==> src/rtl/pwm_dbuf_pkg.sv <==
package pwm_dbuf_pkg;
  typedef enum logic [1:0] {
    ADDR_LIM = 2'd0,
    ADDR_MAT = 2'd1,
    ADDR_CNT = 2'd2,
    ADDR_CTL = 2'd3
  } reg_addr_e;

  localparam int CTL_RUN_BIT  = 0;
  localparam int CTL_HOLD_BIT = 1;
  localparam int NUM_SLOTS    = 2;  // slot 0 = limit, slot 1 = match
endpackage

==> src/rtl/pwm_dbuf_slot.sv <==
module pwm_dbuf_slot #(
  parameter int W = 8
) (
  input  logic         clk,
  input  logic         rst,
  input  logic         wr_hit,
  input  logic [W-1:0] wr_data,
  input  logic         run,
  input  logic         hold,
  input  logic         wrap,
  output logic [W-1:0] stg,
  output logic [W-1:0] op,
  output logic [W-1:0] op_nxt
);
  logic [W-1:0] stg_nxt;

  always_comb begin
    stg_nxt = wr_hit ? wr_data : stg;
    if (!run)
      op_nxt = stg_nxt;
    else if (wrap && !hold)
      op_nxt = stg_nxt;
    else
      op_nxt = op;
  end

  always_ff @(posedge clk) begin
    if (rst) begin
      stg <= '0;
      op  <= '0;
    end else begin
      stg <= stg_nxt;
      op  <= op_nxt;
    end
  end

  // hold keeps the operational copy steady while running
  assert_hold_keeps_op_R6: assert property (@(posedge clk) disable iff (rst)
    (run && hold) |=> (op == $past(op)));

  // a stopped channel leaves staging and operational copies equal
  assert_stopped_op_tracks_R7: assert property (@(posedge clk) disable iff (rst)
    !run |=> (op == stg));

  // while running without a wrap, staging writes do not reach op
  assert_no_midperiod_load_R5: assert property (@(posedge clk) disable iff (rst)
    (run && !wrap) |=> (op == $past(op)));
endmodule

==> src/rtl/pwm_dbuf_regs.sv <==
module pwm_dbuf_regs
  import pwm_dbuf_pkg::*;
#(
  parameter int W = 8
) (
  input  logic                          clk,
  input  logic                          rst,
  input  logic                          wr_en,
  input  logic [1:0]                    wr_addr,
  input  logic [W-1:0]                  wr_data,
  input  logic                          wrap,
  output logic                          run,
  output logic                          run_nxt,
  output logic                          hold,
  output logic [NUM_SLOTS-1:0][W-1:0]   stg,
  output logic [NUM_SLOTS-1:0][W-1:0]   op,
  output logic [NUM_SLOTS-1:0][W-1:0]   op_nxt
);
  logic ctl_hit;
  logic hold_nxt;

  assign ctl_hit  = wr_en && (wr_addr == ADDR_CTL);
  assign run_nxt  = ctl_hit ? wr_data[CTL_RUN_BIT]  : run;
  assign hold_nxt = ctl_hit ? wr_data[CTL_HOLD_BIT] : hold;

  always_ff @(posedge clk) begin
    if (rst) begin
      run  <= 1'b0;
      hold <= 1'b0;
    end else begin
      run  <= run_nxt;
      hold <= hold_nxt;
    end
  end

  for (genvar g = 0; g < NUM_SLOTS; g++) begin : g_slot
    localparam logic [1:0] SLOT_ADDR = 2'(g);
    logic hit;
    assign hit = wr_en && (wr_addr == SLOT_ADDR);
    pwm_dbuf_slot #(.W(W)) u_slot (
      .clk     (clk),
      .rst     (rst),
      .wr_hit  (hit),
      .wr_data (wr_data),
      .run     (run),
      .hold    (hold),
      .wrap    (wrap),
      .stg     (stg[g]),
      .op      (op[g]),
      .op_nxt  (op_nxt[g])
    );
  end
endmodule

==> src/rtl/pwm_dbuf_counter.sv <==
module pwm_dbuf_counter #(
  parameter int W = 8
) (
  input  logic         clk,
  input  logic         rst,
  input  logic         run,
  input  logic         wr_hit,
  input  logic [W-1:0] wr_data,
  input  logic [W-1:0] lim_op,
  output logic [W-1:0] cnt,
  output logic [W-1:0] cnt_nxt,
  output logic         wrap
);
  assign wrap = run && (cnt == lim_op);

  always_comb begin
    if (run)
      cnt_nxt = wrap ? '0 : cnt + W'(1);
    else if (wr_hit)
      cnt_nxt = wr_data;
    else
      cnt_nxt = cnt;
  end

  always_ff @(posedge clk) begin
    if (rst) cnt <= '0;
    else     cnt <= cnt_nxt;
  end

  // restart from zero after reaching the limit
  assert_wrap_to_zero_R2: assert property (@(posedge clk) disable iff (rst)
    wrap |=> (cnt == '0));

  // single-step advance between wraps
  assert_step_one_R2: assert property (@(posedge clk) disable iff (rst)
    (run && !wrap) |=> (cnt == $past(cnt) + W'(1)));

  // writes during running never load the counter
  assert_run_write_ignored_R8: assert property (@(posedge clk) disable iff (rst)
    (run && wr_hit && !wrap && (wr_data != cnt + W'(1))) |=> (cnt != $past(wr_data)));

  // stopped counter is frozen without a write
  assert_stopped_frozen_R9: assert property (@(posedge clk) disable iff (rst)
    (!run && !wr_hit) |=> $stable(cnt));
endmodule

==> src/rtl/pwm_dbuf_out.sv <==
module pwm_dbuf_out #(
  parameter int W = 8
) (
  input  logic         clk,
  input  logic         rst,
  input  logic         run_nxt,
  input  logic [W-1:0] cnt_nxt,
  input  logic [W-1:0] mat_nxt,
  output logic         pwm_q
);
  always_ff @(posedge clk) begin
    if (rst) pwm_q <= 1'b0;
    else     pwm_q <= run_nxt && (cnt_nxt < mat_nxt);
  end
endmodule

==> src/rtl/pwm_dbuf_chan.sv <==
module pwm_dbuf_chan
  import pwm_dbuf_pkg::*;
#(
  parameter int CNT_W = 8
) (
  input  logic             clk,
  input  logic             rst,
  input  logic             wr_en,
  input  logic [1:0]       wr_addr,
  input  logic [CNT_W-1:0] wr_data,
  input  logic [1:0]       rd_addr,
  output logic [CNT_W-1:0] rd_data,
  output logic             pwm_out
);
  localparam int SLOT_LIM = 0;
  localparam int SLOT_MAT = 1;

  logic                            run, run_nxt, hold, wrap;
  logic [NUM_SLOTS-1:0][CNT_W-1:0] stg, op, op_nxt;
  logic [CNT_W-1:0]                cnt, cnt_nxt;
  logic                            cnt_hit;
  logic [CNT_W-1:0]                rd_mux;

  assign cnt_hit = wr_en && (wr_addr == ADDR_CNT);

  pwm_dbuf_regs #(.W(CNT_W)) u_regs (
    .clk     (clk),
    .rst     (rst),
    .wr_en   (wr_en),
    .wr_addr (wr_addr),
    .wr_data (wr_data),
    .wrap    (wrap),
    .run     (run),
    .run_nxt (run_nxt),
    .hold    (hold),
    .stg     (stg),
    .op      (op),
    .op_nxt  (op_nxt)
  );

  pwm_dbuf_counter #(.W(CNT_W)) u_cnt (
    .clk     (clk),
    .rst     (rst),
    .run     (run),
    .wr_hit  (cnt_hit),
    .wr_data (wr_data),
    .lim_op  (op[SLOT_LIM]),
    .cnt     (cnt),
    .cnt_nxt (cnt_nxt),
    .wrap    (wrap)
  );

  pwm_dbuf_out #(.W(CNT_W)) u_out (
    .clk     (clk),
    .rst     (rst),
    .run_nxt (run_nxt),
    .cnt_nxt (cnt_nxt),
    .mat_nxt (op_nxt[SLOT_MAT]),
    .pwm_q   (pwm_out)
  );

  always_comb begin
    unique case (rd_addr)
      ADDR_LIM: rd_mux = stg[SLOT_LIM];
      ADDR_MAT: rd_mux = stg[SLOT_MAT];
      ADDR_CNT: rd_mux = cnt;
      default:  rd_mux = CNT_W'({hold, run});
    endcase
  end

  always_ff @(posedge clk) begin
    if (rst) rd_data <= '0;
    else     rd_data <= rd_mux;
  end

  // output level agrees with the count and the operational match
  assert_out_level_R3: assert property (@(posedge clk) disable iff (rst)
    run |-> (pwm_out == (cnt < op[SLOT_MAT])));

  // a stopped channel drives the output low
  assert_stopped_low_R9: assert property (@(posedge clk) disable iff (rst)
    !run |-> !pwm_out);

  // reset leaves output and control cleared
  assert_reset_clear_R1: assert property (@(posedge clk)
    $past(rst) |-> (!pwm_out && !run && !hold && (cnt == '0)));
endmodule

==> config.mk <==
export PLATFORM = sky130hd
export DESIGN_NAME = pwm_dbuf_chan
export DESIGN_NICKNAME = d
export VERILOG_FILES = /design/src/rtl/pwm_dbuf_pkg.sv /design/src/rtl/pwm_dbuf_slot.sv /design/src/rtl/pwm_dbuf_regs.sv /design/src/rtl/pwm_dbuf_counter.sv /design/src/rtl/pwm_dbuf_out.sv /design/src/rtl/pwm_dbuf_chan.sv
export SDC_FILE = /design/constraint.sdc
export NUM_CORES = 1
export LEC_CHECK = 0
export ABC_AREA = 1
export BUFFER_PORTS_ARGS = -buffer_cell sky130_fd_sc_hd__buf_2
export CORE_ASPECT_RATIO = 1.1
export CORE_MARGIN = 5
export CORE_UTILIZATION = 51
export DETAILED_ROUTE_END_ITERATION = 6
export PLACE_DENSITY = 0.73
export SKIP_LAST_GASP = 1
export SLEW_MARGIN = 20
export SYNTH_ARGS = -nofsm -noshare
export SYNTH_HDL_FRONTEND = slang
export SYNTH_SLANG_ARGS = --single-unit
==> constraint.sdc <==
create_clock -name clk -period 1.9 [get_ports clk]
set_clock_uncertainty 0.15 [all_clocks]
set_input_delay 0.38 -clock clk [delete_from_list [all_inputs] [get_ports clk]]
set_output_delay 0.38 -clock clk [all_outputs]
set_load 0.02 [all_outputs]
==> tab_implementation.tex <==
\begin{tabular}{lr}
\hline
Metric & Value \\
\hline
\multicolumn{2}{l}{\textbf{Clock tree}} \\
Buffer cell driving the clock tree root & sky130\_fd\_sc\_hd\_\_clkbuf\_8 \\
TritonCTS clock tree & built \\
Num Clock Sinks & 51 \\
Clock-pin slew reported for the worst setup and hold paths after clock tree synthesis & 100 ps \\
Maximum root-to-sink buffer count & 2 \\
Clk\_lat worst skew & 310 ps \\
Number of levels the H-tree was split into & 2 \\
Number of CTS-inserted buffers & 5 \\
\multicolumn{2}{l}{\textbf{Pwr}} \\
Clock share of power & 0.273 \\
Register share of total power & 0.471 \\
Overall power & approximately 2.5 mW \\
Maximum vdd drop & 0.446 mV \\
Power per Cell Area & around 710 nW/um\^{}2 \\
Leakage component of the power & 1.73 nW \\
Switching share of power & 0.309 \\
Comb pwr share & 0.256 \\
Design internal power & about 1.7 mW \\
Reported net switching power & 0.769 mW \\
\multicolumn{2}{l}{\textbf{Critical path}} \\
Worst reg2reg endpoint & u\_out.pwm\_q \\
Largest fanout of any net on the critical path & 3 \\
Path depth of the worst reg2reg path & 11 \\
Highest cell delay on the worst timing path & just under 400 ps \\
Critical R2R Launch & u\_cnt.cnt[2] \\
Arrival time reported for the critical path endpoint & approximately 2300 ps \\
Reg2reg setup slack & -330 ps \\
Startpoint types & flop \\
Cell with the biggest individual delay on the critical path & sky130\_fd\_sc\_hd\_\_dfxtp\_4 \\
Critical path class & flop to flop \\
Kind of end point of the critical path & flop \\
CP required & $\sim$2000 ps \\
List of cells traversed by the critical path & inv\_2, nor3\_4, nand4\_1, nor2\_1, xor2\_1, nand2\_1, nand2\_1, ha\_4, a21oi\_2, o211ai\_1, a21oi\_2 \\
\multicolumn{2}{l}{\textbf{Finish}} \\
FF/Latch Area & 1050 um\^{}2 \\
NumNets Final & 452 \\
Fraction of layout instances using a drive strength above 1 & 0.381 \\
P\&R area growth vs syn & 35.8\% \\
Count of fill cells added during filler insertion & 390 \\
Multi-input combinational cell area & around 1500 um\^{}2 \\
Diodes inserted & 0 \\
Util after Layout & 0.703 \\
\multicolumn{2}{l}{\textbf{Timing}} \\
Min Tclk post-route & between 2000 and 2500 ps \\
Slew at the pin with the worst max-slew slack & 481 ps \\
Relative slew slack & 0.679 \\
Post-route fraction of the period consumed by the critical path & 1.17 \\
Count of endpoints failing hold in the final timing report & 0 \\
Worst hold slack after final layout & 227 ps \\
Post-layout worst setup margin & -330 ps \\
Setup repair after global routing missed its margin & true \\
Final max-slew violation count & 0 \\
Final Setup Violations & 4 \\
Maximum frequency from static timing analysis & between 0.4 and 0.5 GHz \\
\multicolumn{2}{l}{\textbf{Logic synthesis}} \\
Cell count after synthesis & 349 \\
Total nets after synthesis & between 300 and 400 \\
Multiplexer fraction of the synthesized cell area & 0.0273 \\
Top-count cell post-synth & sky130\_fd\_sc\_hd\_\_nand2\_1 \\
Async set-or-reset flop fraction in the synthesized netlist & 0 \\
Yosys top cell by area & sky130\_fd\_sc\_hd\_\_dfxtp\_1 \\
Xor and xnor fraction of the mapped netlist area & 0.0239 \\
Synthesis Warnings & 0 \\
Avg Cell Area, Syn & 7.36 um\^{}2 \\
Share of the synthesized area in the top cell type & 0.397 \\
Cell types occupying the most area after synthesis & sky130\_fd\_sc\_hd\_\_dfxtp\_1, sky130\_fd\_sc\_hd\_\_nand2\_1, sky130\_fd\_sc\_hd\_\_nor2\_1 \\
Part of the Yosys area used for sequential elements & 0.397 \\
Simple-gate share of the synthesized area & 0.232 \\
Synthesized-area fraction occupied by ao, oa, aoi and oai cells & 0.184 \\
Dominant register cell in the synthesized netlist & sky130\_fd\_sc\_hd\_\_dfxtp\_1 \\
Yosys reg bits & between 50 and 60 \\
Adder-Cell Fraction of Synth Area & 0.0389 \\
Largest family of logic cells by synthesized area & simple AND/OR/NAND/NOR gates \\
Number of distinct library cells after synthesis & 30 \\
List of most frequent post-synthesis cells & sky130\_fd\_sc\_hd\_\_nand2\_1, sky130\_fd\_sc\_hd\_\_dfxtp\_1, sky130\_fd\_sc\_hd\_\_nor2\_1 \\
Number of enable-type register cells in the synthesized netlist & 0 \\
Total standard cell area after synthesis & 2570 um\^{}2 \\
\multicolumn{2}{l}{\textbf{Run status}} \\
Violated checks & negative setup slack \\
Status & finished with violations \\
\multicolumn{2}{l}{\textbf{Worst hold path}} \\
Min-Delay Path Class & primary input to flop \\
Worst Hold Endpoint & u\_regs.g\_slot[1].u\_slot.stg[7] \\
Cells on Worst Hold Path & 3 \\
Beginning of the worst hold path & wr\_data[7] \\
\multicolumn{2}{l}{\textbf{GRT}} \\
Total routing resource utilization after global routing & 0.206 \\
Antenna violations before repair & 0 \\
Residual overflow from global routing & 0 \\
Pin count of the biggest net entering global routing & 41 \\
Number of global-route vias before repair & 2421 \\
First-pass GRT wire length & 10900 um \\
\multicolumn{2}{l}{\textbf{Floorplan}} \\
Number of top-level pins & 24 \\
Die outline area & roughly 6600 um\^{}2 \\
Width of the chip & just under 80 um \\
Rows & 27 \\
Vertical die dimension & 84.5 um \\
Starting density of the core & 0.518 \\
Placeable core area & between 4000 and 5000 um\^{}2 \\
\multicolumn{2}{l}{\textbf{Placed design}} \\
DP Wirelength & 4780 um \\
Count of buffers from port buffering & 23 \\
Routability cong. & 0.893 \\
Pre-CTS WS & -287 ps \\
\multicolumn{2}{l}{\textbf{Route}} \\
Overall routed net length & 7010 um \\
Routed wire length per instance & 14.4 um \\
Vias/cell & 5.21 \\
Detailed router's first-iteration violation count & roughly 110 \\
Number of remaining DRC errors & 0 \\
ANT nets after route & 0 \\
Routed via count & 2544 \\
Number of detailed-route iterations in the first pass & 4 \\
\multicolumn{2}{l}{\textbf{Run}} \\
Number of violations of the max-capacitance limit & 0 \\
\hline
\end{tabular}
## what timing repair did
action                                  CTS  global route
hold buffers                              0             0
setup buffers                             6             9
gates resized for setup                  12            41
pin swaps                                 3            17
endpoints found under the setup margin    1             3
## per-layer routing
layer | track usage | share of wire | routed length, um | vias to the layer above
met3 | 0.0408 | 0.037 | 258 | 22
met2 | 0.374 | 0.51 | 3600 | 62
li1 | - | - | - | 1282
met5 | 0 | 0 | 0 | -
met4 | 0.0797 | 0.032 | 221 | 0
met1 | 0.231 | 0.42 | 2930 | 1178
## area by class of cell
cell class / count / share of cell area
well taps: 58 / 0.0208
inverters: 45 / 0.0502
clock buffers: 6 / 0.0237
clock inverters: 2 / 0.00466
repair buffers: 86 / 0.181
multi-input cells: 240 / 0.419
flip-flops and latches: 51 / 0.300
## state kept, by name (all words and copies together) (netlist names)
signal,flops
rd_data,8
u_regs.run,1
u_out.pwm_q,1
u_regs.g_slot.u_slot.op,16
u_cnt.cnt,8
u_regs.hold,1
u_regs.g_slot.u_slot.stg,16
## worst max path at each step
stage                                              from          end  slack, ps  cells past startpoint
after floorplan                            u_cnt.cnt[3]  u_out.pwm_q        -40                     15
after global placement                     u_cnt.cnt[0]  u_out.pwm_q       -310                     13
after detailed placement  u_regs.g_slot[0].u_slot.op[5]  u_out.pwm_q       -290                     14
after CTS                 u_regs.g_slot[0].u_slot.op[3]  u_out.pwm_q       -210                     13
after global routing                       u_cnt.cnt[2]  u_out.pwm_q       -390                     11
final                                      u_cnt.cnt[2]  u_out.pwm_q       -330                     11
## logic make-up after synthesis
group / Yosys count
muxes: 7
and+or+nand+nor: 148
DFF: 51
buffers and inverters: 58
adders and majority gates: 8
xor gates and xnor gates: 7
AOI/OAI and AO/OA: 70
## worst max-delay path, delay by kind of cell, from the launching register on
| kind | cells | cell delay [ps] |
|---|---|---|
| AND/OR/NAND/NOR | 5 | 780 |
| flip-flops | 1 | 390 |
| AO/OA/AOI/OAI | 3 | 350 |
| adder cells (fa/ha/maj) | 1 | 230 |
| XOR/XNOR | 1 | 210 |
| buffers and inverters | 1 | 60 |
## metrics by stage
step / std cells / cell area [um^2] / TNS [ps]
2_1_floorplan: 349 / 2580 / -44.5
3_3_place_gp: 466 / 3090 / -314
3_5_place_dp: 466 / 3090 / -287
4_1_cts: 480 / 3270 / -213
5_1_grt: 488 / 3490 / -1140
6_report: 488 / 3490 / -590
## placed cells by master (no fill, tap or decap), types with 4 or more instances in the layout
cell / n
sky130_fd_sc_hd__dfxtp_1: 34
sky130_fd_sc_hd__ha_4: 4
sky130_fd_sc_hd__mux2i_1: 7
sky130_fd_sc_hd__nor2_1: 40
sky130_fd_sc_hd__buf_2: 23
sky130_fd_sc_hd__nand2_2: 7
sky130_fd_sc_hd__a21oi_1: 19
sky130_fd_sc_hd__a211oi_2: 8
sky130_fd_sc_hd__o21ai_0: 20
sky130_fd_sc_hd__dfxtp_2: 15
sky130_fd_sc_hd__clkbuf_8: 6
sky130_fd_sc_hd__inv_1: 36
sky130_fd_sc_hd__nand3_1: 9
sky130_fd_sc_hd__nand2_1: 77
sky130_fd_sc_hd__o21ai_2: 4
sky130_fd_sc_hd__buf_4: 59
sky130_fd_sc_hd__o221ai_1: 7
sky130_fd_sc_hd__inv_2: 5
sky130_fd_sc_hd__nor2_2: 4
sky130_fd_sc_hd__a21oi_2: 5
## power groups by stage
stage / clock network (mW) / registers, mW / logic (mW)
3_5_place_dp: 0 / 1.19 / 0.514
5_1_grt: 0.738 / 1.18 / 0.697
2_1_floorplan: 0 / 1.19 / 0.309
3_3_place_gp: 0 / 1.19 / 0.503
6_report: 0.679 / 1.17 / 0.637
4_1_cts: 0.688 / 1.17 / 0.536
Power figures use the tool's default switching activity.
